**src/rtl/gpio_event_irq_pkg.sv**
```systemverilog
// Shared definitions for the edge/change interrupt source.
// Assumes a register address of at least 3 bits.
package gpio_event_irq_pkg;
    localparam int unsigned REG_LEVEL  = 0;
    localparam int unsigned REG_MODE   = 1;
    localparam int unsigned REG_POL    = 2;
    localparam int unsigned REG_TRIG   = 3;
    localparam int unsigned REG_PEND   = 4;
    localparam int unsigned REG_ENAB   = 5;
    localparam int unsigned REG_COUNT  = 6;

    typedef enum logic {
        DET_EDGE   = 1'b0,
        DET_CHANGE = 1'b1
    } det_mode_e;

    typedef enum logic {
        POL_RISE = 1'b0,
        POL_FALL = 1'b1
    } edge_pol_e;
endpackage

```
**src/rtl/pin_sync.sv**
```systemverilog
// Multi-flop synchronizer for one asynchronous bit.
// Assumes STAGES >= 2. The output lags the pin by STAGES clock edges.
// Every flop resets to 0.
module pin_sync #(
    parameter int unsigned STAGES = 2
) (
    input  logic clk,
    input  logic rst_n,
    input  logic pin,
    output logic level
);
    logic [STAGES-1:0] chain_q;

    // Shift the pin through the flop chain.
    always_ff @(posedge clk) begin
        if (!rst_n) begin
            chain_q <= '0;
        end else begin
            chain_q <= {chain_q[STAGES-2:0], pin};
        end
    end

    assign level = chain_q[STAGES-1];
endmodule

```
**src/rtl/trig_detect.sv**
```systemverilog
// Transition detector. It holds the previous synchronized sample and raises
// trig for one cycle when the selected condition is seen.
// Assumes level is already synchronous to clk.
module trig_detect
    import gpio_event_irq_pkg::*;
(
    input  logic      clk,
    input  logic      rst_n,
    input  logic      level,
    input  det_mode_e mode,
    input  edge_pol_e pol,
    output logic      trig
);
    logic prev_q;
    logic rise;
    logic fall;

    // Keep the sample from the previous cycle.
    always_ff @(posedge clk) begin
        if (!rst_n) begin
            prev_q <= 1'b0;
        end else begin
            prev_q <= level;
        end
    end

    // Select the qualifying transition.
    always_comb begin
        rise = level & ~prev_q;
        fall = ~level & prev_q;
        if (mode == DET_CHANGE) begin
            trig = rise | fall;
        end else if (pol == POL_FALL) begin
            trig = fall;
        end else begin
            trig = rise;
        end
    end


    fall_only_chk: assert property (@(posedge clk) disable iff (!rst_n)
        (mode == DET_EDGE && pol == POL_FALL && $rose(level)) |-> !trig);


    rise_only_chk: assert property (@(posedge clk) disable iff (!rst_n)
        (mode == DET_EDGE && pol == POL_RISE && $fell(level)) |-> !trig);


    any_change_chk: assert property (@(posedge clk) disable iff (!rst_n)
        (mode == DET_CHANGE && !$stable(level)) |-> trig);
endmodule

```
**src/rtl/event_latch.sv**
```systemverilog
// Sticky pending flag with write-1-to-clear and a registered, masked
// interrupt. When set and clear come in the same cycle, set wins.
module event_latch (
    input  logic clk,
    input  logic rst_n,
    input  logic trig,
    input  logic clr,
    input  logic enable,
    output logic pending,
    output logic irq
);
    // Update the pending flag.
    always_ff @(posedge clk) begin
        if (!rst_n) begin
            pending <= 1'b0;
        end else begin
            pending <= (pending & ~clr) | trig;
        end
    end

    // Register the masked request.
    always_ff @(posedge clk) begin
        if (!rst_n) begin
            irq <= 1'b0;
        end else begin
            irq <= pending & enable;
        end
    end


    set_wins_chk: assert property (@(posedge clk) disable iff (!rst_n)
        trig |=> pending);


    clear_takes_chk: assert property (@(posedge clk) disable iff (!rst_n)
        (clr && !trig) |=> !pending);


    mask_chk: assert property (@(posedge clk) disable iff (!rst_n)
        !enable |=> !irq);
endmodule

```
**src/rtl/gpio_event_irq.sv**
```systemverilog
// Top level of the single-pin edge/change interrupt source. It holds the
// control registers, decodes writes and drives the combinational read mux.
// Assumes ADDR_W >= 3 and DATA_W >= 1. Reads have no side effects.
module gpio_event_irq
    import gpio_event_irq_pkg::*;
#(
    parameter int unsigned DATA_W      = 32,
    parameter int unsigned ADDR_W      = 3,
    parameter int unsigned SYNC_STAGES = 2
) (
    input  logic              clk,
    input  logic              rst_n,
    input  logic              pin_async,
    input  logic              reg_wr,
    input  logic [ADDR_W-1:0] reg_addr,
    input  logic              reg_wbit,
    output logic [DATA_W-1:0] reg_rdata,
    output logic              irq
);
    localparam logic [ADDR_W-1:0] A_LEVEL = ADDR_W'(REG_LEVEL);
    localparam logic [ADDR_W-1:0] A_MODE  = ADDR_W'(REG_MODE);
    localparam logic [ADDR_W-1:0] A_POL   = ADDR_W'(REG_POL);
    localparam logic [ADDR_W-1:0] A_TRIG  = ADDR_W'(REG_TRIG);
    localparam logic [ADDR_W-1:0] A_PEND  = ADDR_W'(REG_PEND);
    localparam logic [ADDR_W-1:0] A_ENAB  = ADDR_W'(REG_ENAB);

    logic      level;
    logic      trig;
    logic      pending;
    logic      enable_q;
    det_mode_e mode_q;
    edge_pol_e pol_q;
    logic      clr;
    logic      bit0;

    pin_sync #(.STAGES(SYNC_STAGES)) sync_i (
        .clk   (clk),
        .rst_n (rst_n),
        .pin   (pin_async),
        .level (level)
    );

    trig_detect det_i (
        .clk   (clk),
        .rst_n (rst_n),
        .level (level),
        .mode  (mode_q),
        .pol   (pol_q),
        .trig  (trig)
    );

    assign clr = reg_wr && (reg_addr == A_PEND) && reg_wbit;

    event_latch evt_i (
        .clk     (clk),
        .rst_n   (rst_n),
        .trig    (trig),
        .clr     (clr),
        .enable  (enable_q),
        .pending (pending),
        .irq     (irq)
    );

    // Control register writes.
    always_ff @(posedge clk) begin
        if (!rst_n) begin
            mode_q   <= DET_EDGE;
            pol_q    <= POL_RISE;
            enable_q <= 1'b0;
        end else if (reg_wr) begin
            if (reg_addr == A_MODE) mode_q   <= det_mode_e'(reg_wbit);
            if (reg_addr == A_POL)  pol_q    <= edge_pol_e'(reg_wbit);
            if (reg_addr == A_ENAB) enable_q <= reg_wbit;
        end
    end

    // Read mux for the addressed register.
    always_comb begin
        unique case (reg_addr)
            A_LEVEL: bit0 = level;
            A_MODE:  bit0 = mode_q;
            A_POL:   bit0 = pol_q;
            A_TRIG:  bit0 = trig;
            A_PEND:  bit0 = pending;
            A_ENAB:  bit0 = enable_q;
            default: bit0 = 1'b0;
        endcase
        reg_rdata = {{(DATA_W-1){1'b0}}, bit0};
    end


    setting_quiet_chk: assert property (@(posedge clk) disable iff (!rst_n)
        ($stable(level) && $past(!pending) && $past(!trig) && !trig) |-> !pending);
endmodule

```
**config.mk**
```make
export PLATFORM = sky130hd
export DESIGN_NAME = gpio_event_irq
export DESIGN_NICKNAME = d
export VERILOG_FILES = /design/src/rtl/gpio_event_irq_pkg.sv /design/src/rtl/pin_sync.sv /design/src/rtl/trig_detect.sv /design/src/rtl/event_latch.sv /design/src/rtl/gpio_event_irq.sv
export SDC_FILE = /design/constraint.sdc
export NUM_CORES = 1
export LEC_CHECK = 0
export ABC_AREA = 0
export BUFFER_PORTS_ARGS = -buffer_cell sky130_fd_sc_hd__buf_2
export CAP_MARGIN = 20
export CELL_PAD_IN_SITES_DETAIL_PLACEMENT = 2
export CELL_PAD_IN_SITES_GLOBAL_PLACEMENT = 2
export CORE_MARGIN = 8
export CORE_UTILIZATION = 25
export CTS_BUF_LIST = sky130_fd_sc_hd__clkbuf_4 sky130_fd_sc_hd__clkbuf_8
export DETAILED_ROUTE_END_ITERATION = 10
export GPL_TIMING_DRIVEN = 0
export HOLD_SLACK_MARGIN = 0.02
export PLACE_DENSITY_LB_ADDON = 0.15
export SYNTH_ARGS = -nofsm -noshare
export SYNTH_HDL_FRONTEND = slang
export SYNTH_SLANG_ARGS = --single-unit
```
**constraint.sdc**
```tcl
create_clock -name clk -period 4 [get_ports clk]
set_input_delay 0.8 -clock clk [delete_from_list [all_inputs] [get_ports clk]]
set_output_delay 0.8 -clock clk [all_outputs]
set_load 0.1 [all_outputs]
```
==> impl_results.md <==
- Status: complete, no violations
- Placer congestion estimate: 0.684
- Post-CTS Resized: 0
- Worst clock skew on the final layout: 0.00126 ns
- Area inside the core boundary: 2500 sq um
- Count of H-tree levels built during CTS: 1
- Worst hold-check path type: reg -> reg
- Biggest cell delay along the critical path: 0.41 ns
- Area delta synth->final: 32.1%
- Largest net degree at the start of global routing: 9
- Setup repair after global routing missed its margin: false
- Power density over the cells: 367 nW/um^2
- Synth Flop Type: sky130_fd_sc_hd__dfxtp_1
- Peak supply drop: 0.163 mV
- Final count of hold timing violations: 0
- Clock-pin slew on the worst setup and hold paths: 0.05 ns
- Slowest-stage cell, CP: sky130_fd_sc_hd__buf_2
- Post-layout worst setup margin: 1.25 ns
- Worst R2R Start: sync_i.chain_q[1]$_SDFF_PN0_
- Wire length of the first global-routing pass: 2400 microns
- Clock root buffer: sky130_fd_sc_hd__clkbuf_4
- Half-perimeter wire length after placement: 1360 microns
- # IOs: 41
- Syn Inst Count: 73
- Final critical-path share of the clock period: 68.8%
- Reg2reg end: evt_i.pending$_SDFF_PN0_
- Wire per inst: 10.4 microns
- Gr usage total: 6.77%
- Capturing instance or port of the critical path: reg_rdata[0]
- Dominant cell by count in the synthesized netlist: sky130_fd_sc_hd__buf_4
- Syn_area_per_cell: 9.07 sq um
- Overall via count from detail_route: 514
- Number of routed nets with antenna violations: 0
- Classification of the worst setup path: in -> out
- Worst slack at placement: 1.27 ns
- Static leakage: 0.500 nW
- Library cells used by synthesis: 22
- Layout cell share with drive strength beyond 1: 40.4%
- Area of all placed cells without fillers: 875 sq um
- Crit. End Element: output pin
- Clock buffers created by TritonCTS: 3
- Detailed-route vias per instance: 3.57
- Detailed Route WL: 1500 microns
- Total number of clock tree sinks: 8
- Top cell types by occurrence after synthesis: sky130_fd_sc_hd__buf_4, sky130_fd_sc_hd__dfxtp_1, sky130_fd_sc_hd__mux2i_1
- Deepest clock path buffer count: 2
- Critical-path maximum fanout: 7
- Via count of the first global-routing pass: 574
- Cell accounting for the most synthesized area: sky130_fd_sc_hd__buf_4
- DRT iter0 DRCs: 4
- Async set-or-reset flop fraction in the synthesized netlist: 0%
- Buffer count from post-CTS setup fixing: 0
- Total power draw: 0.000321 W
- Die area: 4550 sq um
- Hold-fix buffers at CTS: 0
- Number of maximum-capacitance constraint violations: 0
- Fraction of the yosys area taken by sequential cells: 24.2%
- Worst EP arrival: 1.95 ns
- Number of core rows: 18
- Critical Path RT: 3.20 ns
- Overall die width: 67.5 microns
- Critical path origin: reg_addr[1]
- DRC errors left: 0
- Final layout net count: 126
- Number of pins exceeding their max-slew limit in the final report: 0
- Synth area leaders: sky130_fd_sc_hd__buf_4, sky130_fd_sc_hd__dfxtp_1, sky130_fd_sc_hd__mux2i_1
- Clock latency of the later-clocked register in the worst-skew pair: 0.25 ns
- Setup_tns: 0 ns
- Synthesis Warnings: 0
- Register-to-register setup slack: 2.74 ns
- Number of antenna violations at the first check in global routing: 0
- Overall overflow remaining after global route: 0
- N_diodes: 0
- Post-synth design cell area: 662 sq um
- Hold path start: sync_i.chain_q[0]$_SDFF_PN0_
- Fill cells: 319
- Iteration count of the initial detailed-routing pass: 2
- Vertical die dimension: 67.5 microns
- Final worst path period need: 2.75 ns
- Maximum clock rate: 0.363 GHz
- Count of input and output buffers: 8
- Area of placed instances: 852 sq um
- Setup crit start kind: input pin
- Worst r2r path cells: 5
- TritonCTS clock tree: done
- End-of-flow core utilization: 35.0%
- Synthesized flop and latch total: 8
- Area share of the largest cell type after synthesis: 36.3%
- Cell repeated most along the worst path: sky130_fd_sc_hd__buf_2
- Number of synthesized flops with an enable pin: 0
- Initial Utilization: 26.5%
- Sequence of cells on the critical path: buf_2 > nor2b_1 > o211a_1 > o22a_1 > buf_4 > buf_2
- Final count of negative-setup-slack endpoints: 0
## report_power, final
| part | total [W] | internal [W] | switching, W | leakage, nW |
|---|---|---|---|---|
| sequential | 0.0000843 | 0.0000824 | 0.00000190 | 0.0652 |
| combinational | 0.000177 | 0.0000320 | 0.000145 | 0.421 |
| clock | 0.0000596 | 0.0000342 | 0.0000254 | 0.0138 |
| total | 0.000321 | 0.000149 | 0.000173 | 0.500 |
## through the flow
stage | instances | hold slack [ns]
finish | 144 | 0.450
global placement | 141 | 0.415
CTS | 144 | 0.449
detailed placement | 141 | 0.437
floorplan | 103 | 0.412
global route | 144 | 0.477
## critical path, delay by kind of cell
kind / cells / cell delay, ns
simple gates: 1 / 0.20
compound gates: 2 / 0.31
buf+inv: 3 / 0.63
## logic make-up after synthesis
logic type,count (synthesis),synth area share [%]
other,1,0.567
adder cells (fa/ha/maj),2,3.78
buffers and inverters,35,39.1
multiplexers,6,9.83
AO/OA/AOI/OAI,7,7.56
flip-flops,8,24.2
AND/OR/NAND/NOR,14,14.9
## layout make-up
class	instances	area (sq um)	share of cell area [%]
multi-input cells	60	355	40.6
plain buffers	33	251	28.8
flip-flops and latches	8	160	18.3
repair buffers	8	40.0	4.58
well taps	30	37.5	4.29
clock buffers	3	22.5	2.58
inverters	2	7.51	0.858
## layout by cell type (no fill, tap or decap)
cell,instances
sky130_fd_sc_hd__nand3b_1,1
sky130_fd_sc_hd__mux2i_1,5
sky130_fd_sc_hd__nand4b_1,1
sky130_fd_sc_hd__conb_1,31
sky130_fd_sc_hd__inv_1,2
sky130_fd_sc_hd__mux2_4,1
sky130_fd_sc_hd__o211a_1,1
sky130_fd_sc_hd__o2bb2ai_1,1
sky130_fd_sc_hd__nand2b_1,1
sky130_fd_sc_hd__and4bb_2,1
sky130_fd_sc_hd__dfxtp_1,8
sky130_fd_sc_hd__a21boi_0,1
sky130_fd_sc_hd__nor2b_1,4
sky130_fd_sc_hd__buf_2,8
sky130_fd_sc_hd__nor4bb_1,1
sky130_fd_sc_hd__and2_1,3
sky130_fd_sc_hd__ha_1,2
sky130_fd_sc_hd__clkbuf_4,3
sky130_fd_sc_hd__nand2_1,1
sky130_fd_sc_hd__and3_1,1
sky130_fd_sc_hd__o21ai_0,3
sky130_fd_sc_hd__o22a_1,1
sky130_fd_sc_hd__buf_6,1
sky130_fd_sc_hd__buf_4,32
## how the worst min path moves through the flow
| stage | to | cells after the start |
|---|---|---|
| 2_1_floorplan | sync_i.chain_q[1]$_SDFF_PN0_ | 1 |
| 3_3_place_gp | sync_i.chain_q[1]$_SDFF_PN0_ | 1 |
| 3_5_place_dp | sync_i.chain_q[1]$_SDFF_PN0_ | 1 |
| 5_1_grt | sync_i.chain_q[1]$_SDFF_PN0_ | 1 |
| 6_report | sync_i.chain_q[1]$_SDFF_PN0_ | 1 |
| 4_1_cts | sync_i.chain_q[1]$_SDFF_PN0_ | 1 |
## registers in the layout (all words and copies together), names as in the netlist
signal,cells
mode_q,1
pol_q,1
evt_i.pending,1
det_i.prev_q,1
enable_q,1
sync_i.chain_q,2
evt_i.irq,1
## metal layers
| layer | track usage, % | share of wire [%] | vias to the layer above |
|---|---|---|---|
| met4 | 4.70 | 0.53 | 0 |
| met3 | 2.15 | 10 | 2 |
| met1 | 6.81 | 39 | 226 |
| met2 | 11.7 | 50 | 24 |
| met5 | 0 | 0 | - |
| li1 | - | - | 262 |
Note: power is estimated with default switching activity, not from simulation.
